==> src/rtl/bct_pkg.sv <==
package bct_pkg;
  typedef enum logic [1:0] {
    TERM_WAIT  = 2'd0,
    TERM_OK    = 2'd1,
    TERM_ERR   = 2'd2,
    TERM_RETRY = 2'd3
  } term_e;

  localparam logic [1:0] STS_OK    = 2'd0;
  localparam logic [1:0] STS_ERR   = 2'd1;
  localparam logic [1:0] STS_RETRY = 2'd2;

  typedef struct packed {
    logic       loadData;
    logic       beatPulse;
    logic       endPulse;
    logic [1:0] endCode;
  } strobe_t;
endpackage

==> src/rtl/bct_decode.sv <==
module bct_decode
  import bct_pkg::*;
(
  input  logic  sampleEn,
  input  logic  native,
  input  logic  ack,
  input  logic  err,
  input  logic  retry,
  output term_e term
);
  always_comb begin
    term = TERM_WAIT;
    if (sampleEn) begin
      if (native) begin
        if (retry)    term = TERM_RETRY;
        else if (err) term = TERM_ERR;
        else if (ack) term = TERM_OK;
      end else begin
        // legacy encoding: the dedicated retry line is not looked at
        if (ack && err) term = TERM_RETRY;
        else if (err)   term = TERM_ERR;
        else if (ack)   term = TERM_OK;
      end
    end
  end
endmodule

==> src/rtl/bct_ctrl.sv <==
module bct_ctrl
  import bct_pkg::*;
#(
  parameter int BEAT_COUNT = 4
) (
  input  logic    clk,
  input  logic    rstN,
  input  logic    cycleStart,
  input  logic    cycleWrite,
  input  logic    cycleBurst,
  input  logic    holdCfg,
  input  term_e   term,
  output strobe_t stb,
  output logic    sampleEn,
  output logic    busy,
  output logic    dataOe
);
  localparam int BEAT_W = (BEAT_COUNT > 1) ? $clog2(BEAT_COUNT) : 1;
  localparam logic [BEAT_W-1:0] LAST_BEAT = BEAT_W'(BEAT_COUNT - 1);

  typedef enum logic [1:0] {ST_IDLE, ST_SAMPLE, ST_HOLD, ST_GAP} state_e;

  state_e            state, stateNext;
  logic              wrQ, burstQ;
  logic [BEAT_W-1:0] beatQ, beatNext;
  logic              lastBeat;

  assign lastBeat = !burstQ || (beatQ == LAST_BEAT);
  assign sampleEn = (state == ST_SAMPLE);
  assign busy     = (state != ST_IDLE);
  assign dataOe   = wrQ && busy;

  always_comb begin
    stateNext = state;
    beatNext  = beatQ;
    stb       = '0;
    unique case (state)
      ST_IDLE: begin
        if (cycleStart) begin
          stateNext    = ST_SAMPLE;
          beatNext     = '0;
          stb.loadData = 1'b1;
        end
      end
      ST_SAMPLE: begin
        unique case (term)
          TERM_OK: begin
            stb.beatPulse = 1'b1;
            if (lastBeat) begin
              stb.endPulse = 1'b1;
              stb.endCode  = STS_OK;
              stateNext    = (wrQ && holdCfg) ? ST_HOLD : ST_IDLE;
            end else begin
              beatNext = beatQ + 1'b1;
              if (wrQ && holdCfg) stateNext = ST_GAP;
              else                stb.loadData = 1'b1;
            end
          end
          TERM_ERR: begin
            stb.endPulse = 1'b1;
            stb.endCode  = STS_ERR;
            stateNext    = ST_IDLE;
          end
          TERM_RETRY: begin
            stb.endPulse = 1'b1;
            stb.endCode  = STS_RETRY;
            stateNext    = ST_IDLE;
          end
          default: ;
        endcase
      end
      ST_HOLD: stateNext = ST_IDLE;
      ST_GAP: begin
        stateNext    = ST_SAMPLE;
        stb.loadData = 1'b1;
      end
      default: stateNext = ST_IDLE;
    endcase
  end

  always_ff @(posedge clk) begin
    if (!rstN) begin
      state  <= ST_IDLE;
      beatQ  <= '0;
      wrQ    <= 1'b0;
      burstQ <= 1'b0;
    end else begin
      state <= stateNext;
      beatQ <= beatNext;
      if (state == ST_IDLE && cycleStart) begin
        wrQ    <= cycleWrite;
        burstQ <= cycleBurst;
      end
    end
  end
endmodule

==> src/rtl/bct_datapath.sv <==
module bct_datapath
  import bct_pkg::*;
#(
  parameter int DATA_W = 32
) (
  input  logic              clk,
  input  logic              rstN,
  input  logic              strapNative,
  input  logic              strapHold,
  input  logic [DATA_W-1:0] wrData,
  input  strobe_t           stb,
  output logic              cfgNative,
  output logic              cfgHold,
  output logic [DATA_W-1:0] dataOut,
  output logic              beatDone,
  output logic              cycleDone,
  output logic [1:0]        status
);
  always_ff @(posedge clk) begin
    if (!rstN) begin
      cfgNative <= strapNative;
      cfgHold   <= strapHold;
    end
  end

  always_ff @(posedge clk) begin
    if (!rstN) begin
      dataOut   <= '0;
      beatDone  <= 1'b0;
      cycleDone <= 1'b0;
      status    <= STS_OK;
    end else begin
      beatDone  <= stb.beatPulse;
      cycleDone <= stb.endPulse;
      if (stb.endPulse) status  <= stb.endCode;
      if (stb.loadData) dataOut <= wrData;
    end
  end
endmodule

==> src/rtl/bus_cycle_term.sv <==
module bus_cycle_term
  import bct_pkg::*;
#(
  parameter int DATA_W     = 32,
  parameter int BEAT_COUNT = 4
) (
  input  logic              clk,
  input  logic              rstN,
  input  logic              strapNative,
  input  logic              strapHold,
  input  logic              cycleStart,
  input  logic              cycleWrite,
  input  logic              cycleBurst,
  input  logic [DATA_W-1:0] wrData,
  input  logic              tAck,
  input  logic              tErr,
  input  logic              tRetry,
  output logic              busy,
  output logic              dataOe,
  output logic [DATA_W-1:0] dataOut,
  output logic              beatDone,
  output logic              cycleDone,
  output logic [1:0]        status,
  output logic              cfgNative,
  output logic              cfgHold
);
  strobe_t stb;
  term_e   term;
  logic    sampleEn;

  bct_decode u_decode (
    .sampleEn (sampleEn),
    .native   (cfgNative),
    .ack      (tAck),
    .err      (tErr),
    .retry    (tRetry),
    .term     (term)
  );

  bct_ctrl #(.BEAT_COUNT(BEAT_COUNT)) u_ctrl (
    .clk        (clk),
    .rstN       (rstN),
    .cycleStart (cycleStart),
    .cycleWrite (cycleWrite),
    .cycleBurst (cycleBurst),
    .holdCfg    (cfgHold),
    .term       (term),
    .stb        (stb),
    .sampleEn   (sampleEn),
    .busy       (busy),
    .dataOe     (dataOe)
  );

  bct_datapath #(.DATA_W(DATA_W)) u_dp (
    .clk         (clk),
    .rstN        (rstN),
    .strapNative (strapNative),
    .strapHold   (strapHold),
    .wrData      (wrData),
    .stb         (stb),
    .cfgNative   (cfgNative),
    .cfgHold     (cfgHold),
    .dataOut     (dataOut),
    .beatDone    (beatDone),
    .cycleDone   (cycleDone),
    .status      (status)
  );
endmodule

==> config.mk <==
export PLATFORM = sky130hd
export DESIGN_NAME = bus_cycle_term
export DESIGN_NICKNAME = d
export VERILOG_FILES = /design/src/rtl/bct_pkg.sv /design/src/rtl/bct_decode.sv /design/src/rtl/bct_ctrl.sv /design/src/rtl/bct_datapath.sv /design/src/rtl/bus_cycle_term.sv
export SDC_FILE = /design/constraint.sdc
export NUM_CORES = 1
export LEC_CHECK = 0
export ABC_AREA = 1
export ABC_CLOCK_PERIOD_IN_PS = 2730
export BUFFER_PORTS_ARGS = -buffer_cell sky130_fd_sc_hd__buf_2
export CAP_MARGIN = 25
export CORE_ASPECT_RATIO = 1.75
export CORE_MARGIN = 5
export CORE_UTILIZATION = 53
export DETAILED_ROUTE_END_ITERATION = 16
export HOLD_SLACK_MARGIN = 0.06
export PLACE_DENSITY = 0.85
export SYNTH_ARGS = -nofsm -noshare
export SYNTH_HDL_FRONTEND = slang
export SYNTH_SLANG_ARGS = --single-unit
==> constraint.sdc <==
create_clock -name clk -period 2.73 [get_ports clk]
set_input_delay 0.273 -clock clk [delete_from_list [all_inputs] [get_ports clk]]
set_output_delay 0.273 -clock clk [all_outputs]
set_load 0.05 [all_outputs]
==> flow_results.org <==
** Worst setup path
- Longest individual stage delay on the worst path :: 0.39 ns
- Together, buffers and inverters on the worst path number 1.
- Setup slack on the worst reg-to-reg path comes out at 0.90 ns.
- Cell-by-cell listing of the critical path :: inv_1 > ha_1 > a21oi_1 > nand2_8 > nand3_1 > nand2_1 > nor2_1
- The critical path is of the reg2reg type.
- Endpoint arrival time on the critical path :: 2.06 ns
- Along the worst path, the maximum fanout reaches 64.
- Worst setup SP type :: flop
- In this design, the largest share of critical-path delay is due to simple AND/OR/NAND/NOR gates.
- STA classifies the critical path endpoint as a flop.
- Cell at the slowest stage of the critical path :: dfxtp_1
- Required time of the critical path :: 2.96 ns

** Synth
- During synthesis, Yosys emitted a total of 0 warnings.
- Dividing the synthesized area by the synthesized cell count gives 7.078 um^2.
- Of the total synthesized cell area, the portion taken by full adders, half adders and majority gates is 3.432%.
- Among all cell types in the netlist, the one instantiated most often is nand2_1.
- After synthesis, the share of cell area in mux cells is 0%.
- When the netlist entered floorplanning its net count stood at 357.
- In the synthesized netlist the async set-or-reset flop fraction comes to 0%.
- In the synthesized netlist the dominant register cell turns out to be dfxtp_1.
- Summing the areas of all compound-gate instances in the mapped netlist gives 10.18% of the synthesized area.
- Fraction of post-synthesis cell area in the top cell type by area :: 38.44%
- Combinational family with the most area after synthesis :: simple AND/OR/NAND/NOR gates
- Largest cells by area after synthesis :: dfxtp_1, nand2_1, a21oi_1
- EDFF count, synth :: 2
- XOR/XNOR share of the synthesized area :: 0%
- Of the total synthesized cell area, the portion taken by AND, OR, NAND and NOR gates is 30.72%.
- Portion of the post-synthesis area used by sequential elements :: 41.19%
- The mapped netlist covers 2187 um^2.
- Unique masters post-synth :: 23
- Synthesis produced 309 cells.
- Sorting the synthesized cells by how often they occur yields nand2_1, inv_1, nor2_1.
- Summed over all instances, the cell type with the most area after synthesis is dfxtp_1.
- Flip-flop and latch count after synthesis :: 44

** Power
- Net switching power figure :: 0.9911 mW
- Across the VDD grid, the largest voltage drop is 0.5108 mV.
- Total power density per cell area :: 847.7 nW/um^2
- The clock network accounts for 19.7% of the total power.
- Per report_power, the sequential group accounts for 36.9% of the total.
- Switching part of the total :: 44.29%
- Summed over all cells, the static leakage comes to 1.490 nW.
- Design internal power :: 1.247 mW
- Combinational cell fraction of total power :: 43.4%

** Die
- The floorplan step defined a core boundary enclosing 4073 um^2.
- Vertical extent of the die :: 94.98 um
- Row generation in the floorplan step produced 31 rows.
- Die extent in x :: 58.56 um
- The initial utilization of the core area, before any placement, comes to 53.70%.
- The die covers 5562 um^2.
- Top-level port count :: 82

** Global routing
- Entering global routing, the biggest net connects 65 pins.
- Remaining global-route overflow :: 0
- First-pass GRT wire length :: 8.004 mm
- Via count of the first global-routing pass :: 1925
- Antenna violations before repair :: 0
- Total GRT Usage :: 18.55%

** Clock tree
- After clock tree synthesis, the repair step resized 0 gates.
- Post-CTS Setup Bufs :: 0
- Clk_lat worst skew :: 0.29 ns
- Cell at the root of the clock tree :: clkbuf_8
- Htree depth :: 2
- Quantity of hold-fixing buffers added after cts :: 0
- The tree built by TritonCTS fans out to 44 sinks.
- CTS clk-pin slew, worst paths :: 0.08 ns
- TritonCTS built the clock tree.
- The longest clock path from root to sink contains 2 buffers.
- Number of CTS-inserted buffers :: 5

** STA
- Final Hold Vio Count :: 0
- Clock period minus worst slack :: 1.832 ns
- Setup violations remaining at the end of the flow were counted as 0.
- Highest attainable clock frequency :: 545.7 MHz
- In the post-route analysis, the smallest setup slack over all paths is 0.8975 ns.
- At the pin with the least slew margin, the transition time is 0.7300 ns.
- Accumulated negative setup slack :: 0 ns
- The worst path uses 67.12% of the clock period.
- Setup repair after global routing left no endpoint under its margin.
- Worst slew margin relative to its limit :: 51.34%
- Final Slew Violations :: 0
- On the final layout, the worst clock skew is 0.008365 ns.
- On the final layout, the worst hold slack is 0.1471 ns.

** Finish
- Post-route non-filler standard cell count :: 432
- Fraction of layout instances using a drive strength above 1 :: 26.11%
- 0 antenna diodes ended up in the layout.
- The finished cells cover 2640 um^2.
- In the final design database the tool counted 430 nets.
- Area Overhead vs Synth :: 20.71%
- The layout has 402 filler cells.

** Drt
- Sum of routed wire length over all layers :: 4.972 mm
- The first routing iteration left 65 violations.
- In this run the remaining antenna-violating nets after routing total 0.
- The final route contains 2132 vias.
- The first detailed-routing pass ran for 6 iterations.
- Using the TritonRoute via totals, the vias-per-cell ratio works out to 4.935.
- Dividing the detail-routed wire length by the instance count gives 11.51 um.
- Detailed-route DRC error count :: 0

** Worst hold path
- Hold crit path type :: in2reg

** Flow run
- Max-cap violations in this run came to 0.

** Placement
- IO Port Bufs :: 81
- Number of instances in the placed design :: 424
- In this run the cell area measured after placement is 2540 um^2.
- RD Place Congestion :: 0.8742
- Timing analysis after detailed placement gives a worst setup slack of 0.9169 ns.
- The wire-length estimate of the detail-placed layout is 3.666 mm.

** Outcome
- Run status :: finished clean
-- worst register-to-register path: stages (launching register included) --
cell     delay (ns)
dfxtp_1        0.39
inv_1          0.10
ha_1           0.25
a21oi_1        0.37
nand2_8        0.28
nand3_1        0.20
nand2_1        0.07
nor2_1         0.12
-- stage by stage --
| stage | util [%] | power, mW |
|---|---|---|
| 6_report | 64.82 | 2.238 |
| 3_3_place_gp | 62.37 | 1.792 |
| 4_1_cts | 64.82 | 2.257 |
| 3_5_place_dp | 62.37 | 1.817 |
| 2_1_floorplan | - | 1.654 |
| 5_1_grt | 64.82 | 2.381 |
-- power by group through the flow --
stage               Clock (mW)  Sequential, mW  Combinational [mW]
floorplan                    0            1.19               0.469
global placement             0           0.837               0.955
detailed placement           0           0.841               0.975
CTS                      0.454           0.827               0.976
global route             0.482           0.841                1.06
finish                   0.441           0.827               0.971
-- flip-flops by register name (all words and copies together) (netlist names) --
register and flops:
u_dp.dataOut 32, u_dp.cycleDone 1, u_dp.status 2, u_ctrl.burstQ 1, u_ctrl.state 2, u_dp.cfgNative 1, u_ctrl.wrQ 1, u_dp.beatDone 1
u_dp.cfgHold 1, u_ctrl.beatQ 2
-- cells in the final DEF (no fill, tap or decap), drive strengths merged --
| master | Yosys | routed |
|---|---|---|
| buf | 15 | 83 |
| nand2 | 57 | 57 |
| inv | 50 | 50 |
| nor2 | 49 | 49 |
| dfxtp | 42 | 42 |
| a21oi | 40 | 40 |
| nand3 | 39 | 39 |
| clkbuf | 2 | 8 |
| ha | 6 | 6 |
| o21ai | 3 | 3 |
| nand4 | 3 | 3 |
| edfxtp | 2 | 2 |
| nand3b | 1 | 1 |
-- routing by layer --
metal,global-route usage [%],vias to the layer above,share of wire (%)
met4,9.284,0,2.5
li1,-,1106,-
met5,0,-,0
met1,17.66,971,35
met2,35.91,44,57
met3,3.557,11,5.0
-- cells by family (layout without fill, tap and decap cells) --
family                     count (synthesis)  in the layout
AOI/OAI and AO/OA                         43             43
adders and majority gates                  6              6
buffers and inverters                     67            141
DFF                                       44             44
and+or+nand+nor                          149            149
-- area by class of cell --
| type | count | area [um^2] | area share (%) |
|---|---|---|---|
| Tap cell | 49 | 61.31 | 2.322 |
| Timing Repair Buffer | 83 | 420.4 | 15.92 |
| Multi-Input combinational cell | 198 | 969.7 | 36.73 |
| Inverter | 50 | 187.7 | 7.109 |
| Sequential cell | 44 | 900.9 | 34.12 |
| Clock buffer | 8 | 100.1 | 3.791 |
-- worst paths after layout --
path,start,end,depth (start not counted)
worst max-delay path,u_ctrl.state[0],u_dp.dataOut[30],7
worst min-delay path,strapHold,u_dp.cfgHold,1
worst max register to register,u_ctrl.state[0],u_dp.dataOut[30],7
worst min register to register,u_dp.dataOut[14],u_dp.dataOut[14],2
(Power assumes the default switching activity.)
